<file path="config.mk">
export PLATFORM = sky130hd
export DESIGN_NAME = sdram_burst_colgen
export DESIGN_NICKNAME = d
export VERILOG_FILES = /design/src/rtl/sdram_burst_pkg.sv /design/src/rtl/sdrb_mode_decode.sv /design/src/rtl/sdrb_addr_unit.sv /design/src/rtl/sdram_burst_colgen.sv
export SDC_FILE = /design/constraint.sdc
export NUM_CORES = 1
export LEC_CHECK = 0
export BUFFER_PORTS_ARGS = -buffer_cell sky130_fd_sc_hd__buf_4
export CAP_MARGIN = 30
export CORE_MARGIN = 2
export CORE_UTILIZATION = 50
export DETAILED_ROUTE_END_ITERATION = 7
export PLACE_DENSITY = 0.81
export SETUP_SLACK_MARGIN = 0.3
export SLEW_MARGIN = 10
export SYNTH_ARGS = -nofsm -noshare
export SYNTH_HDL_FRONTEND = slang
export SYNTH_HIERARCHICAL = 1
export SYNTH_SLANG_ARGS = --single-unit
</file>
<file path="constraint.sdc">
create_clock -name clk -period 3.8 [get_ports clk]
set_input_delay 0.38 -clock clk [delete_from_list [all_inputs] [get_ports clk]]
set_output_delay 0.38 -clock clk [all_outputs]
set_load 0.05 [all_outputs]
</file>
<file path="src/rtl/sdram_burst_pkg.sv">
package sdram_burst_pkg;

  typedef enum logic [2:0] {
    LEN_ONE   = 3'b000,
    LEN_TWO   = 3'b001,
    LEN_FOUR  = 3'b010,
    LEN_EIGHT = 3'b011,
    LEN_PAGE  = 3'b111
  } len_code_e;

  // true when the length code / ordering pair is not allowed
  function automatic logic mode_is_illegal(input logic [2:0] code, input logic inter);
    logic res;
    case (code)
      LEN_ONE, LEN_TWO, LEN_FOUR, LEN_EIGHT: res = 1'b0;
      LEN_PAGE: res = inter;
      default:  res = 1'b1;
    endcase
    return res;
  endfunction

endpackage

</file>
<file path="src/rtl/sdrb_mode_decode.sv">
module sdrb_mode_decode
  import sdram_burst_pkg::*;
#(
  parameter int COL_W = 8
) (
  input  logic [2:0]       len_code,
  input  logic             inter,
  input  logic             is_write,
  input  logic             wr_single,
  output logic [COL_W-1:0] len_m1,
  output logic             full_page,
  output logic             illegal
);

  logic [COL_W-1:0] base_m1;

  always_comb begin
    full_page = 1'b0;
    case (len_code)
      LEN_TWO:   base_m1 = COL_W'(1);
      LEN_FOUR:  base_m1 = COL_W'(3);
      LEN_EIGHT: base_m1 = COL_W'(7);
      LEN_PAGE: begin
        base_m1   = '1;
        full_page = 1'b1;
      end
      default:   base_m1 = '0;
    endcase
    illegal = mode_is_illegal(len_code, inter);
    if (is_write && wr_single) begin
      len_m1    = '0;
      full_page = 1'b0;
    end else begin
      len_m1 = base_m1;
    end
  end

endmodule

</file>
<file path="src/rtl/sdrb_addr_unit.sv">
module sdrb_addr_unit #(
  parameter int COL_W = 8
) (
  input  logic [COL_W-1:0] base,
  input  logic [COL_W-1:0] idx,
  input  logic [COL_W-1:0] mask,
  input  logic             inter,
  output logic [COL_W-1:0] col
);

  logic [COL_W-1:0] seq_low;
  logic [COL_W-1:0] xor_low;

  assign seq_low = base + idx;
  assign xor_low = base ^ idx;

  // mask bits select the moving part, the rest keeps the start column
  for (genvar b = 0; b < COL_W; b++) begin : g_bit
    assign col[b] = mask[b] ? (inter ? xor_low[b] : seq_low[b]) : base[b];
  end

endmodule

</file>
<file path="src/rtl/sdram_burst_colgen.sv">
module sdram_burst_colgen #(
  parameter int COL_W = 8
) (
  input  logic             clk,
  input  logic             rst,
  input  logic             start_i,
  input  logic             is_write_i,
  input  logic [COL_W-1:0] start_col_i,
  input  logic [2:0]       len_code_i,
  input  logic             order_i,
  input  logic             wr_single_i,
  input  logic             stop_i,
  output logic [COL_W-1:0] col_o,
  output logic             beat_vld_o,
  output logic             last_o,
  output logic             bad_mode_o
);

  logic [COL_W-1:0] dec_len_m1;
  logic             dec_full;
  logic             dec_bad;

  logic             busy_q;
  logic             full_q;
  logic             inter_q;
  logic [COL_W-1:0] mask_q;
  logic [COL_W-1:0] base_q;
  logic [COL_W-1:0] cnt_q;
  logic [COL_W-1:0] next_col;
  logic             end_now;

  sdrb_mode_decode #(.COL_W(COL_W)) dec_i (
    .len_code  (len_code_i),
    .inter     (order_i),
    .is_write  (is_write_i),
    .wr_single (wr_single_i),
    .len_m1    (dec_len_m1),
    .full_page (dec_full),
    .illegal   (dec_bad)
  );

  sdrb_addr_unit #(.COL_W(COL_W)) addr_i (
    .base  (base_q),
    .idx   (cnt_q),
    .mask  (mask_q),
    .inter (inter_q),
    .col   (next_col)
  );

  assign end_now = stop_i || (!full_q && (cnt_q == mask_q));

  always_ff @(posedge clk) begin
    if (rst) begin
      busy_q     <= 1'b0;
      full_q     <= 1'b0;
      inter_q    <= 1'b0;
      mask_q     <= '0;
      base_q     <= '0;
      cnt_q      <= '0;
      col_o      <= '0;
      beat_vld_o <= 1'b0;
      last_o     <= 1'b0;
      bad_mode_o <= 1'b0;
    end else begin
      bad_mode_o <= dec_bad;
      if (busy_q) begin
        col_o      <= next_col;
        beat_vld_o <= 1'b1;
        last_o     <= end_now;
        busy_q     <= !end_now;
        cnt_q      <= cnt_q + COL_W'(1);
      end else if (start_i && !dec_bad) begin
        base_q     <= start_col_i;
        mask_q     <= dec_len_m1;
        full_q     <= dec_full;
        inter_q    <= order_i;
        cnt_q      <= COL_W'(1);
        col_o      <= start_col_i;
        beat_vld_o <= 1'b1;
        last_o     <= (dec_len_m1 == '0);
        busy_q     <= (dec_len_m1 != '0);
      end else begin
        beat_vld_o <= 1'b0;
        last_o     <= 1'b0;
      end
    end
  end

endmodule

</file>
==> results of run 1 <==
-- synthesized netlist by cell type (2+ instances only) --
cell / number / share of area (%)
a211oi_1: 3 / 1.1
a21oi_1: 40 / 9.5
a311oi_1: 2 / 0.83
a31oi_1: 2 / 0.59
and4_2: 2 / 0.95
buf_2: 5 / 1.2
buf_4: 5 / 1.8
clkbuf_1: 6 / 1.1
dfxtp_1: 38 / 36
ha_1: 8 / 4.7
inv_1: 4 / 0.71
mux2_1: 6 / 3.2
mux2_2: 4 / 2.1
nand2_1: 64 / 11
nand2b_1: 5 / 1.5
nand3_1: 2 / 0.47
nor2_1: 15 / 2.7
nor3_1: 3 / 0.71
nor4_1: 4 / 1.2
o21ai_0: 4 / 0.95
or4_1: 2 / 0.71
xnor2_1: 5 / 2.1
xor2_1: 9 / 3.7
-- worst register-to-register path: stages (launching register included) --
cell and delay [ps]:
dfxtp_1 480, ha_1 260, inv_1 70, fa_1 370, or2b_1 230, a211oi_1 310
a31oi_1 150, xnor2_1 130, mux2_2 270, nand2_1 70, a21oi_1 60
-- worst max-delay path by stage --
stage               end  slack, ps  cells after the start
3_5_place_dp   col_o[6]       1280                     10
6_report       col_o[6]       1270                     10
2_1_floorplan  col_o[6]       1480                     10
3_3_place_gp   col_o[6]       1390                     10
4_1_cts        col_o[6]       1270                     10
5_1_grt        col_o[6]       1140                     10
-- flip-flops by register name, indices dropped and copies added, names as in the netlist --
| name | cells |
|---|---|
| base_q | 8 |
| cnt_q | 8 |
| col_o | 8 |
| mask_q | 8 |
| bad_mode_o | 1 |
| beat_vld_o | 1 |
| busy_q | 1 |
| full_q | 1 |
| inter_q | 1 |
| last_o | 1 |
-- power by group --
part	internal [mW]	switching, mW
Sequential	0.415	0.0155
Combinational	0.0598	0.0922
Clock	0.140	0.143
-- routing by layer --
layer | up-vias | part of all wire, %
li1 | 954 | -
met1 | 886 | 46
met2 | 46 | 47
met3 | 8 | 4.4
met4 | 0 | 1.9
met5 | - | 0
-- through the flow --
stage	util (%)	area, um^2	setup WS (ps)
3_5_place_dp	57.7	2320	1280
5_1_grt	59.8	2410	1140
3_3_place_gp	57.7	2320	1390
4_1_cts	59.8	2410	1270
6_report	59.8	2410	1270
2_1_floorplan	-	2120	1480
-- cell type report --
class	count	area, um^2	share of cell area [%]
multi-input combinational	205	1240	51.6
sequential	38	761	31.6
timing repair buffer	32	240	9.98
clock buffer	6	82.6	3.43
tap	50	62.6	2.60
inverter	5	18.8	0.780
-- cell families (layout without fill, tap and decap cells) --
| family | after synthesis | after routing | share of synthesized area (%) |
|---|---|---|---|
| AOI/OAI and AO/OA | 62 | 62 | 17.2 |
| xor gates and xnor gates | 14 | 14 | 5.79 |
| adders and majority gates | 9 | 9 | 5.67 |
| buffers and inverters | 22 | 43 | 5.43 |
| DFF | 38 | 38 | 35.9 |
| muxes | 10 | 10 | 5.32 |
| and+or+nand+nor | 110 | 110 | 24.7 |
==> impl_metrics.tcl, run 1 <==
set metrics [dict create \
    status "complete, no violations" \
    routed_wl_um 4730 \
    max-slew-margin-rel_pct 38.3 \
    ys_async_sr_fraction_pct 0 \
    num_vias 1894 \
    timing.rr.end "col_o[6]" \
    ys_seq_elements 38 \
    drive_gt1_share_pct 17.1 \
    crit_path_end_kind "flip-flop" \
    track_usage_pct 21.4 \
    rows 23 \
    grt_util_met1_pct 26.2 \
    clock_sinks 38 \
    gr-usage-met2_pct 35.5 \
    r2r_slack_ps 1270 \
    crit_required_ps 3980 \
    grt_pass1_wl_um 8280 \
    mostFrequentLayoutCell "nand2_1" \
    nets 314 \
    antenna_found_initial 0 \
    grt_max_degree 39 \
    grt_pass1_vias 1881 \
    root_buffer "clkbuf_8" \
    post_cts_buffers 0 \
    setup.worst_path.start_class "flip-flop" \
    cts_resized 0 \
    p_leak_nw 0.991 \
    final_antenna_net_count 0 \
    drtIter0Drc 91 \
    min-delay-start "start_col_i[5]" \
    yosysWarnings 6 \
    synth-edff-count 0 \
    die_h_um 69.1 \
    die_area_um2 4770 \
    reg2regPathDepth 10 \
    mostFrequentLayoutCells "nand2_1 (64), a21oi_1 (40), dfxtp_1 (38), buf_4 (32), nor2_1 (15)" \
    synth_area_per_cell_um2 7.99 \
    worst_slew_pin_slew_ps 925 \
    cp.arrival_ps 2710 \
    clk_latency_ps 310 \
    setup_violations 0 \
    tns_ps 0 \
    drt_pre_antenna_iters 4 \
    power_density_nw_per_um2 360 \
    fillers 385 \
    diodes 0 \
    syn-num-nets 292 \
    htree_levels 2 \
    synth-main-ff-cell "dfxtp_1" \
    rsz0062_at_grt "false" \
    max_cap_violations 0 \
    dpl.cell_count 330 \
    path_max_fanout 6 \
    syn_inst 265 \
    top_usage_layer "met2" \
    cts_buffer_depth 2 \
    p_total_uw 866 \
    area_delta_synth_final_pct 13.6 \
    port_buffers 28 \
    ys_types 50 \
    cts_tree "done" \
    ios 29 \
    min_to "base_q[5]" \
    min_period_over_period_pct 66.5 \
    grtUsageMet3_pct 4.97 \
    fin_skew_ps 5.41 \
    max_freq_mhz 396 \
    slowest_delay_ps 480 \
    detail_route.vias_per_cell 5.64 \
    crit_start "cnt_q[0]" \
    place_congestion 0.871 \
    wire_per_inst_um 14.1 \
    floorplan.core_area_um2 4030 \
    whs_ps 320 \
    synth_seq_area_share_pct 35.9 \
    worstPathCellList "ha_1 -> inv_1 -> fa_1 -> or2b_1 -> a211oi_1 -> a31oi_1 -> xnor2_1 -> mux2_2 -> nand2_1 -> a21oi_1" \
    gr-total-overflow 0 \
    maxSlewViolCount 0 \
    worstHoldPathType "primary input to flip-flop" \
    hold_buffers 0 \
    crit_slowest_cell "dfxtp_1" \
    hold_viol 0 \
    syn_area_um2 2120 \
    crit_family "adder cells" \
    vdd_ir_drop_max_mv 0.217 \
    cp_num_buf_inv 1 \
    whs_path_depth 3 \
    rr_startpoint "cnt_q[0]" \
    critPathKind "flip-flop to flip-flop" \
    cts_buffers 5 \
    post-route-min-period_ps 2530 \
    clkTransAtPathRegs_ps 70 \
    drc_errors 0 \
    start_util_pct 52.6 \
    fp.dieW_um 69.1 \
    dp_hpwl_um 3310 \
    instances_no_fill 336 \
]
(Power assumes the default switching activity.)
==> inputs of run 2 (changes only) <==
--- a/config.mk
+++ b/config.mk
@@ -10,7 +10,7 @@
 export CORE_MARGIN = 2
 export CORE_UTILIZATION = 50
 export DETAILED_ROUTE_END_ITERATION = 7
-export PLACE_DENSITY = 0.81
+export PLACE_DENSITY = 0.84
 export SETUP_SLACK_MARGIN = 0.3
 export SLEW_MARGIN = 10
 export SYNTH_ARGS = -nofsm -noshare
==> constraint.sdc (replaced) <==
create_clock -name clk -period 2.2 [get_ports clk]
set_input_delay 0.22 -clock clk [delete_from_list [all_inputs] [get_ports clk]]
set_output_delay 0.22 -clock clk [all_outputs]
set_load 0.05 [all_outputs]
==> run 2 against run 1 <==
Setup slack got worse by 1200 ps; combinational power grew 83%; count of clock-buffer cells in the layout is the same; via count rose by 0.63%; cell area increased by 7.4%; global-route usage rose by 0.14 points; die area unchanged; clock skew increased by 1.2 ps; clock power is 66% higher; final cell count up 3.3%; sequential share of layout area decreased by 1.5 points; critical endpoint unchanged; largest power group unchanged.
==> impl_metrics.tcl, run 2 (same netlist as run 1, synthesis figures left out) <==
set metrics [dict create \
    die_area_um2 4770 \
    ios 29 \
    htree_levels 2 \
    place_congestion 0.879 \
    clkPwrFrac_pct 31.5 \
    port_buffers 28 \
    seqPwrFrac_pct 49.9 \
    fin_area_um2 2590 \
    rows 23 \
    power_frac_comb_pct 18.6 \
    cts_buffer_depth 2 \
    top_layer_used "met4" \
    timing.rr.end "col_o[6]" \
    rsz0062_at_grt "true" \
    worstHoldPathType "primary input to flip-flop" \
    detail_route.vias_per_cell 5.49 \
    wire_per_inst_um 14.4 \
    max_freq_mhz 469 \
    mostFrequentLayoutCells "nand2_1 (63), buf_4 (40), a21oi_1 (38), dfxtp_1 (30), nor2_1 (15)" \
    crit_family "adder cells" \
    routed_wl_um 5000 \
    fin_skew_ps 6.57 \
    start_util_pct 52.6 \
    max-slew-margin-rel_pct 68.7 \
    nets 323 \
    worstPathCellList "ha_4 -> inv_2 -> fa_2 -> or2b_1 -> a211oi_2 -> a31oi_1 -> xnor2_1 -> mux2_4 -> nand2_2 -> a21oi_2" \
    cts_buffers 5 \
    final_antenna_net_count 0 \
    crit_path_end_kind "flip-flop" \
    track_usage_pct 21.6 \
    r2r_slack_ps 70 \
    drt_pre_antenna_iters 4 \
    slowest_delay_ps 360 \
    met2_wirelength_um 2380 \
    cp.arrival_ps 2310 \
    min_period_over_period_pct 96.9 \
    wl_met1_um 2190 \
    switching_share_pct 29.7 \
    hold_buffers 0 \
    die_h_um 69.1 \
    area_delta_synth_final_pct 22.1 \
    status "complete, no violations" \
    maxSlewViolCount 0 \
    drive_gt1_share_pct 26.3 \
    grt_pass1_vias 1717 \
    grt_pass1_wl_um 8190 \
    reg2regPathDepth 10 \
    clock_sinks 38 \
    mostFrequentLayoutCell "nand2_1" \
    met3WireLength_um 320 \
    grt_max_degree 39 \
    antenna_found_initial 0 \
    vdd_ir_drop_max_mv 0.438 \
    max_cap_violations 0 \
    multi_input_area_um2 1330 \
    rr_startpoint "cnt_q[0]" \
    root_buffer "clkbuf_8" \
    dp_hpwl_um 3460 \
    clk_latency_ps 300 \
    setup_violations 0 \
    cp_num_buf_inv 1 \
    hold_viol 0 \
    critPathKind "flip-flop to flip-flop" \
    internal_power_mw 1.05 \
    crit_slowest_cell "dfxtp_4" \
    p_total_mw 1.49 \
    seq_area_um2 778 \
    p_sw_uw 443 \
    min-delay-start "start_col_i[3]" \
    fillers 364 \
    path_max_fanout 3 \
    whs_ps 159 \
    pre_cts_ws_ps 54.5 \
    post-route-min-period_ps 2130 \
    floorplan.core_area_um2 4030 \
    worst_slack_ps 69.1 \
    tns_ps 0 \
    setup.worst_path.start_class "flip-flop" \
    drtIter0Drc 118 \
    clkTransAtPathRegs_ps 80 \
    cts_tree "done" \
    gr-total-overflow 0 \
    min_to "base_q[3]" \
    num_vias 1906 \
    place_area_um2 2440 \
    drc_errors 0 \
    whs_path_depth 3 \
    power_density_nw_per_um2 577 \
    crit_required_ps 2380 \
    p_leak_nw 1.03 \
    diodes 0 \
    fp.dieW_um 69.1 \
    worst_slew_pin_slew_ps 469 \
]
## run 2: cell types whose count changed in the layout (fill, tap and decap cells not counted), moves of 2 or more
cell / change
ha_1: -5
dfxtp_2: +5
a21oi_1: -2
a21oi_2: +2
buf_4: +8
ha_4: +5
dfxtp_1: -8
dfxtp_4: +3
## run 2: layer usage
metal / global-route usage (%) / vias up
met5: 0 / -
met3: 5.41 / 8
li1: - / 973
met4: 9.80 / 0
met2: 34.6 / 54
met1: 27.2 / 871
## run 2: power groups by stage
stage                     Combinational (mW)  Clock (mW)  Sequential, mW
after floorplan                        0.147           0           0.801
after global placement                 0.268           0           0.759
after detailed placement               0.275           0           0.760
after CTS                              0.275       0.477           0.744
after global routing                   0.303       0.501           0.749
final                                  0.278       0.469           0.745
## run 2: worst max path at each step
stage	startpoint	endpoint	slack [ps]	cells after the start
2_1_floorplan	cnt_q[0]	col_o[6]	100	10
3_3_place_gp	base_q[1]	col_o[6]	100	9
3_5_place_dp	base_q[1]	col_o[6]	50	9
4_1_cts	cnt_q[0]	col_o[6]	100	10
5_1_grt	cnt_q[0]	col_o[6]	-30	10
6_report	cnt_q[0]	col_o[6]	70	10
## run 2: cell type report
cell class,instances,share of cell area (%)
Tap cell,50,2.42
Multi-Input combinational cell,205,51.6
Timing Repair Buffer,41,12.0
Inverter,5,0.726
Clock buffer,6,2.81
Clock inverter,2,0.339
Sequential cell,38,30.1
## run 2: what timing repair did
action                     in CTS  in global routing
buffers inserted                3                  2
setup endpoints to repair       4                  4
gates resized for setup         5                  5
pin swaps                       4                  5
## run 2: through the flow
| stage | std cells | util (%) |
|---|---|---|
| 4_1_cts | 345 | 63.3 |
| 2_1_floorplan | 265 | - |
| 3_5_place_dp | 334 | 60.6 |
| 3_3_place_gp | 334 | 60.6 |
| 6_report | 347 | 64.2 |
| 5_1_grt | 347 | 64.2 |
## run 2: worst min-delay path: cells and delay by family
kind,cells,cell delay (ps)
buffers and inverters,1,110
and+or+nand+nor,1,50
AOI/OAI and AO/OA,1,50
==> inputs of run 3 (changes only) <==
--- a/config.mk
+++ b/config.mk
@@ -5,6 +5,7 @@
 export SDC_FILE = /design/constraint.sdc
 export NUM_CORES = 1
 export LEC_CHECK = 0
+export ABC_AREA = 1
 export BUFFER_PORTS_ARGS = -buffer_cell sky130_fd_sc_hd__buf_4
 export CAP_MARGIN = 30
 export CORE_MARGIN = 2
==> run 3 against run 2 <==
Largest power group unchanged; combinational power up 2%; non-clock buffer count down 7; routed wire length down 6.1%; sequential cell count unchanged; first-iteration DRC count down 19%; sequential share of layout area up 1.3 points; via count up 7.3%.
==> impl_metrics.tcl, run 3 <==
set metrics [dict create \
    syn_area_um2 2080 \
    tns_ps 0 \
    detail_route.vias_per_cell 5.23 \
    track_usage_pct 21.4 \
    cts_tree "done" \
    yosys-top-cells-area "dfxtp_1 (37%), nand2_1 (17%), a21oi_1 (7.0%)" \
    floorplan.core_area_um2 4000 \
    synth_top_area_cell "dfxtp_1" \
    drc_errors 0 \
    hold_viol 0 \
    htree_levels 2 \
    clock_sinks 38 \
    min-delay-start "order_i" \
    port_buffers 28 \
    yosysWarnings 6 \
    drtIter0Drc 95 \
    root_buffer "clkbuf_8" \
    post-route-min-period_ps 1740 \
    power_frac_comb_pct 18.3 \
    rr_startpoint "cnt_q[0]" \
    synth-main-ff-cell "dfxtp_1" \
    synth.most_common_cell "nand2_1" \
    setup.worst_path.start_class "flip-flop" \
    max_cap_violations 0 \
    worstHoldPathType "primary input to flip-flop" \
    max_freq_mhz 574 \
    mostFrequentLayoutCell "nand2_1" \
    antenna_found_initial 0 \
    syn_inst 311 \
    ys_async_sr_fraction_pct 0 \
    ios 29 \
    die_area_um2 4680 \
    num_vias 2045 \
    synth-edff-count 0 \
    fin_area_um2 2430 \
    maxSlewViolCount 0 \
    power_density_nw_per_um2 639 \
    worst_slew_pin_slew_ps 365 \
    ys_types 30 \
    synth_common_cells "nand2_1 (95), dfxtp_1 (38), inv_1 (35)" \
    internal_power_mw 1.09 \
    synth_area_per_cell_um2 6.67 \
    place_area_um2 2330 \
    fp.dieW_um 68.4 \
    p_leak_nw 1.05 \
    wire_per_inst_um 12.0 \
    cts_buffers 5 \
    critPathKind "flip-flop to flip-flop" \
    area_delta_synth_final_pct 16.9 \
    drt_pre_antenna_iters 4 \
    gr-total-overflow 0 \
    p_sw_uw 465 \
    synth_seq_area_share_pct 36.6 \
    hold_buffers 0 \
    dp_hpwl_um 3430 \
    whs_ps 155 \
    fin_skew_ps 4.67 \
    place_congestion 0.892 \
    clkTransAtPathRegs_ps 80 \
    path_max_fanout 5 \
    die_h_um 68.4 \
    syn-num-nets 338 \
    ys_seq_elements 38 \
    crit_path_end_kind "flip-flop" \
    max-slew-margin-rel_pct 75.6 \
    switching_share_pct 30.0 \
    cts_buffer_depth 2 \
    diodes 0 \
    cp.arrival_ps 1970 \
    crit_start "cnt_q[0]" \
    mostFrequentLayoutCells "nand2_1 (95), dfxtp_1 (37), inv_1 (35), buf_4 (34), a21oi_1 (29)" \
    setup_violations 0 \
    clk_latency_ps 300 \
    drive_gt1_share_pct 15.8 \
    synth.top_cell.area_share_pct 36.6 \
    grt_max_degree 24 \
    final_antenna_net_count 0 \
    vdd_ir_drop_max_mv 0.301 \
    min_period_over_period_pct 79.1 \
    grt_pass1_wl_um 7440 \
    start_util_pct 51.9 \
    rsz0062_at_grt "false" \
    status "complete, no violations" \
    clkPwrFrac_pct 32.7 \
    crit_required_ps 2430 \
    routed_wl_um 4690 \
    nets 367 \
    grt_pass1_vias 1725 \
    seqPwrFrac_pct 49.1 \
    rows 23 \
]
run 3: final cells by class:
| class | instances | area, um^2 |
|---|---|---|
| clock inverters | 1 | 5.00 |
| inverters | 39 | 146 |
| flip-flops and latches | 38 | 762 |
| multi-input cells | 222 | 1110 |
| clock buffers | 7 | 86.3 |
| repair buffers | 34 | 255 |
| fillers | 364 | 1570 |
| well taps | 50 | 62.6 |
run 3: kinds of logic after synthesis:
logic type,Yosys count,share of synthesized area [%]
adders and majority gates,9,5.79
muxes,1,0.542
AOI/OAI and AO/OA,60,15.6
DFF,38,36.6
and+or+nand+nor,149,30.0
buffers and inverters,51,10.2
xor gates and xnor gates,3,1.27
run 3: critical path, cell delays in order, from the launching register on:
cell	delay (ps)
dfxtp_2	370
ha_2	190
inv_1	50
fa_2	350
o21ai_2	160
nand2_1	80
xor2_1	140
a21oi_1	120
nand2_1	70
a31oi_1	150
run 3: path summary, 6_finish.rpt:
kind	slack, ps	depth (start not counted)	to
setup reg to reg	460	9	col_o[4]
hold reg to reg	470	2	col_o[3]
setup / recovery	460	9	col_o[4]
hold / removal	150	3	inter_q
run 3: power by group through the flow:
stage               Sequential (mW)  Clock [mW]  Combinational, mW
CTS                           0.759       0.524              0.284
floorplan                     0.812           0              0.152
global route                  0.766       0.534              0.314
global placement              0.774           0              0.277
finish                        0.761       0.506              0.283
detailed placement            0.775           0              0.283
run 3: per-stage QoR:
step | worst slack, ps | total power, mW | utilization (%) | std cells
2_1_floorplan | 492 | 0.964 | - | 311
3_3_place_gp | 428 | 1.05 | 58.2 | 383
3_5_place_dp | 365 | 1.06 | 58.2 | 383
4_1_cts | 330 | 1.57 | 60.5 | 391
5_1_grt | 304 | 1.61 | 60.7 | 391
6_report | 459 | 1.55 | 60.7 | 391
run 3: layer usage:
metal	wire [um]	GRT usage, %	vias to the layer above
met3	294	5.59	5
met5	0	0	-
li1	-	-	1060
met4	69	8.25	0
met1	2110	26.0	927
met2	2220	35.9	53
run 3: repair_timing:
item,in CTS,in global routing
endpoints found under the setup margin,0,2
gates resized for setup,0,3
setup buffers,0,0
